### config.mk
export PLATFORM = sky130hd
export DESIGN_NAME = vend_ctrl
export DESIGN_NICKNAME = d
export VERILOG_FILES = /design/src/rtl/vend_pkg.sv /design/src/rtl/vend_next_state.sv /design/src/rtl/vend_release_reg.sv /design/src/rtl/vend_ctrl.sv
export SDC_FILE = /design/constraint.sdc
export NUM_CORES = 1
export LEC_CHECK = 0
export BUFFER_PORTS_ARGS = -buffer_cell sky130_fd_sc_hd__clkbuf_2
export CORE_AREA = 2 2 39 41
export CTS_CLUSTER_DIAMETER = 150
export DETAILED_ROUTE_END_ITERATION = 10
export DIE_AREA = 0 0 41 43
export GPL_TIMING_DRIVEN = 1
export SLEW_MARGIN = 20
export SYNTH_ARGS = -nofsm -noshare
export SYNTH_HDL_FRONTEND = slang
export SYNTH_SLANG_ARGS = --single-unit
export TNS_END_PERCENT = 30
### constraint.sdc
create_clock -name clk_i -period 0.97 [get_ports clk_i]
set_input_delay 0.194 -clock clk_i [delete_from_list [all_inputs] [get_ports clk_i]]
set_output_delay 0.194 -clock clk_i [all_outputs]
set_load 0.005 [all_outputs]
### src/rtl/vend_pkg.sv
package vend_pkg;
  localparam int unsigned STATE_W = 3;

  typedef enum logic [STATE_W-1:0] {
    ST_IDLE    = 3'd0,
    ST_TEN     = 3'd1,
    ST_TWENTY  = 3'd2,
    ST_VEND    = 3'd3,
    ST_QUARTER = 3'd4
  } vend_state_e;

  typedef enum logic {
    COIN_DIME    = 1'b0,
    COIN_QUARTER = 1'b1
  } coin_e;
endpackage

### src/rtl/vend_next_state.sv
module vend_next_state
  import vend_pkg::*;
(
  input  vend_state_e state_i,
  input  logic        valid_i,
  input  logic        coin_i,
  output vend_state_e state_o
);
  coin_e coin;
  assign coin = coin_e'(coin_i);

  always_comb begin
    state_o = state_i;
    if (valid_i) begin
      unique case (state_i)
        ST_IDLE:    state_o = (coin == COIN_QUARTER) ? ST_QUARTER : ST_TEN;
        ST_TEN:     state_o = (coin == COIN_QUARTER) ? ST_VEND : ST_TWENTY;
        ST_TWENTY:  state_o = ST_VEND;
        ST_QUARTER: state_o = ST_VEND;
        ST_VEND:    state_o = ST_IDLE;  // removal event
        default:    state_o = ST_IDLE;
      endcase
    end
  end
endmodule

### src/rtl/vend_release_reg.sv
module vend_release_reg
  import vend_pkg::*;
(
  input  logic        clk_i,
  input  logic        rst_ni,
  input  vend_state_e state_d_i,
  output logic        release_o
);
  // loaded from next state so it aligns with the state register
  always_ff @(posedge clk_i or negedge rst_ni) begin
    if (!rst_ni) release_o <= 1'b0;
    else         release_o <= (state_d_i == ST_VEND);
  end
endmodule

### src/rtl/vend_ctrl.sv
module vend_ctrl
  import vend_pkg::*;
(
  input  logic clk_i,
  input  logic rst_ni,
  input  logic evt_valid_i,
  input  logic evt_coin_i,
  output logic release_o
);
  vend_state_e state_q, state_d;

  vend_next_state u_next (
    .state_i (state_q),
    .valid_i (evt_valid_i),
    .coin_i  (evt_coin_i),
    .state_o (state_d)
  );

  always_ff @(posedge clk_i or negedge rst_ni) begin
    if (!rst_ni) state_q <= ST_IDLE;
    else         state_q <= state_d;
  end

  vend_release_reg u_rel (
    .clk_i     (clk_i),
    .rst_ni    (rst_ni),
    .state_d_i (state_d),
    .release_o (release_o)
  );

  // output register tracks the state register
  a_r8_release_matches_state: assert property (@(posedge clk_i) disable iff (!rst_ni)
    release_o == (state_q == ST_VEND));

  // no strobe, no change
  a_r7_hold_release: assert property (@(posedge clk_i) disable iff (!rst_ni)
    !evt_valid_i |=> $stable(release_o));
  a_r7_hold_state: assert property (@(posedge clk_i) disable iff (!rst_ni)
    !evt_valid_i |=> $stable(state_q));

  // removal clears release
  a_r6_removal_clears: assert property (@(posedge clk_i) disable iff (!rst_ni)
    (release_o && evt_valid_i) |=> (!release_o && state_q == ST_IDLE));

  // first coin never releases
  a_r3_first_coin_no_release: assert property (@(posedge clk_i) disable iff (!rst_ni)
    (state_q == ST_IDLE && evt_valid_i) |=> !release_o);

  // 20 or 25 cents plus any coin releases
  a_r5_any_coin_releases: assert property (@(posedge clk_i) disable iff (!rst_ni)
    ((state_q == ST_TWENTY || state_q == ST_QUARTER) && evt_valid_i) |=> release_o);

  // 10 cents plus quarter releases
  a_r4_ten_quarter_releases: assert property (@(posedge clk_i) disable iff (!rst_ni)
    (state_q == ST_TEN && evt_valid_i && evt_coin_i) |=> release_o);
endmodule

==> results.json <==
{
  "synth.most_common_cell": "dfrtp_1",
  "r2r_setup_slack_ps": -50,
  "min_period_ps": 1024,
  "placed_area_um2": 301.5,
  "initial_core_util_pct": 16.73,
  "outcome": "finished with violations",
  "place_congestion": 0.8002,
  "fin_area_um2": 355.3,
  "wl_per_cell_um": 10.54,
  "critPathCaptureType": "register",
  "r2r_start": "state_q[0]",
  "power_leakage_nw": 0.1701,
  "gr-total-overflow": 0,
  "tightestPinTransition_ps": 185.1,
  "timing.fmax_ghz": 0.9765,
  "crit_type": "register to register",
  "core-area_um2": 1384,
  "ys_ff_latch": 4,
  "grt_pass1_vias": 208,
  "rsz0062_at_grt": "true",
  "synthTopCellsByArea": "dfrtp_1 43%, mux2_4 6.5%, o221ai_2 6.5%, a21oi_1 4.3%, and4b_1 4.3%",
  "cts.clk_slew.worst_paths_ps": 40,
  "portBuffers": 4,
  "dp_slack_ps": -83.48,
  "cp_max_fo": 7,
  "dieArea_um2": 1763,
  "crit_required_ps": 1070,
  "vias_per_cell": 4.577,
  "yosys-top-cells-count": "4 x dfrtp_1, 2 x a21oi_1, 2 x nand3_1, 2 x o21ai_0",
  "crit_path_cell_trace": "and2b_2 > a21oi_2 > o221ai_1",
  "utilization_pct": 25.68,
  "ant_nets": 0,
  "seq_area_um2": 101.3,
  "min_from": "evt_coin_i",
  "layout_setup_ws_ps": -54.03,
  "finalWirelength_um": 548,
  "maxCapViolCount": 0,
  "cp-start-kind": "register",
  "drv_slew": 0,
  "final_cells": 52,
  "clk-insertion-delay-late_ps": 240,
  "clkSinkCount": 4,
  "worstHoldPathType": "input port to register",
  "nets": 42,
  "critical_path_arrival_ps": 1130,
  "synth_edf_count": 0,
  "netlist_area_um2": 231.5,
  "drtIter0Drc": 0,
  "antenna_found_initial": 0,
  "htreeDepth": 1,
  "dp_cells": 46,
  "crit_slowest_cell": "dfrtp_2",
  "critical_path.max_stage_delay_ps": 400,
  "grt_pass1_wl_um": 890,
  "setup_viol": 3,
  "ys_types": 16,
  "grt_max_degree": 8,
  "antenna_cells": 0,
  "peakVddDrop_mv": 1.006,
  "synthCells": 22,
  "violations": "negative setup slack",
  "cts_buffers": 3,
  "synth_fp_nets": 26,
  "clk_path_buf_depth": 2,
  "slew_headroom_pct": 87.66,
  "ys.flop_type": "dfrtp_1",
  "fp.dieW_um": 41,
  "synth_top_area_cell": "dfrtp_1",
  "dp_hpwl_um": 376.6,
  "hold_violations": 0,
  "drive_above_1_share_pct": 52.78,
  "synth.top_cell.area_share_pct": 43.24,
  "syn-mean-instance-area_um2": 10.52,
  "area_growth_syn_to_layout_pct": 53.51,
  "yosys_warnings": 0,
  "powerDensity_nw_per_um2": 2831,
  "fill_cells": 147,
  "ioPinCount": 5,
  "seq_area_frac_synth_pct": 43.24,
  "fin_crit_sh_pct": 105.6,
  "whs_ps": 259.3,
  "tritoncts": "yes",
  "cts-root-buf": "clkbuf_4",
  "placementRows": 14,
  "finalClockSkew_ps": 2.772,
  "grt_usage_pct": 9.045,
  "startpoint": "state_q[0]",
  "die_h_um": 43,
  "num_vias": 238,
  "cpLargestDelayFamily": "flip-flops",
  "multi_input_area_um2": 128.9,
  "route.detailed.drc": 0,
  "async_flop_share_pct": 100.0,
  "critical_path_buf_inv_count": 0,
  "firstDrtPassIters": 1
}
[kinds of logic (layout without fill, tap and decap cells)]
logic type                Yosys count  after routing  share of synthesized area, %
AOI/OAI and AO/OA                   6              6                         18.92
muxes                               2              2                         10.81
and+or+nand+nor                     7              7                         20.00
DFF                                 4              4                         43.24
buffers and inverters               2             16                         3.240
xor gates and xnor gates            1              1                         3.784
[area by class of cell]
cell class                 count  area share [%]
sequential                     4           28.52
multi-input combinational     16           36.27
inverter                       2           2.113
timing repair buffer          11           21.13
clock buffer                   3           6.338
tap                           16           5.634
[stage by stage]
step | power (W) | TNS, ps
floorplan | 0.0005525 | -11.19
global placement | 0.0007064 | -68.24
detailed placement | 0.0007123 | -153.9
CTS | 0.0009693 | -131.1
global route | 0.001093 | -319.3
finish | 0.001006 | -111.9
[per-layer routing]
layer  vias up  track usage, %  part of all wire [%]
met5         -               0                     0
met4         0           8.000                   3.5
met3         2           9.424                   8.9
met2        11           9.688                    47
met1       115           9.355                    40
li1        110               -                     -
[placed cells by master (no fill, tap or decap)]
cell type and n:
a21oi_2 1, and4b_1 1, inv_2 1, and2b_2 1
o221ai_1 1, clkbuf_2 4, dlygate4sd3_1 1, o21ai_0 2
xor2_1 1, nand2_1 1, mux2_4 1, o221ai_2 1
dfrtp_1 3, and3b_1 1, nand3_1 2, mux2i_1 1
nand2b_1 1, clkbuf_4 3, inv_1 1, a21oi_1 1
buf_4 6, dfrtp_2 1
[what timing repair did]
| item | in CTS | in global routing |
|---|---|---|
| hold endpoints to repair | 4 | 0 |
| hold buffers | 1 | 0 |
| resized for setup | 0 | 3 |
| setup endpoints to repair | 4 | 4 |
| setup buffers | 1 | 1 |
| pin swaps | 1 | 1 |
[worst min-delay path, stage by stage]
cell and delay (ps):
clkbuf_2 110, nand3_1 80, mux2i_1 60
[path summary, 6_finish.rpt]
path,end,depth (start not counted)
max in group asynchronous,state_q[0],2
min,state_q[2],3
max,state_q[0],3
max reg2reg,state_q[0],3
min reg2reg,state_q[2],1
min in group asynchronous,u_rel.release_o,2
[flip-flops by register name, summed over array words and instances (netlist names)]
signal and count:
u_rel.release_o 1, state_q 3
[power breakdown]
group | internal, W | leakage [nW] | switching (W)
Combinational | 0.000292 | 0.108 | 0.000178
Sequential | 0.000245 | 0.0485 | 0.0000776
Clock | 0.000139 | 0.0138 | 0.0000743
Total | 0.000676 | 0.170 | 0.000330
Note: power is estimated with default switching activity, not from simulation.
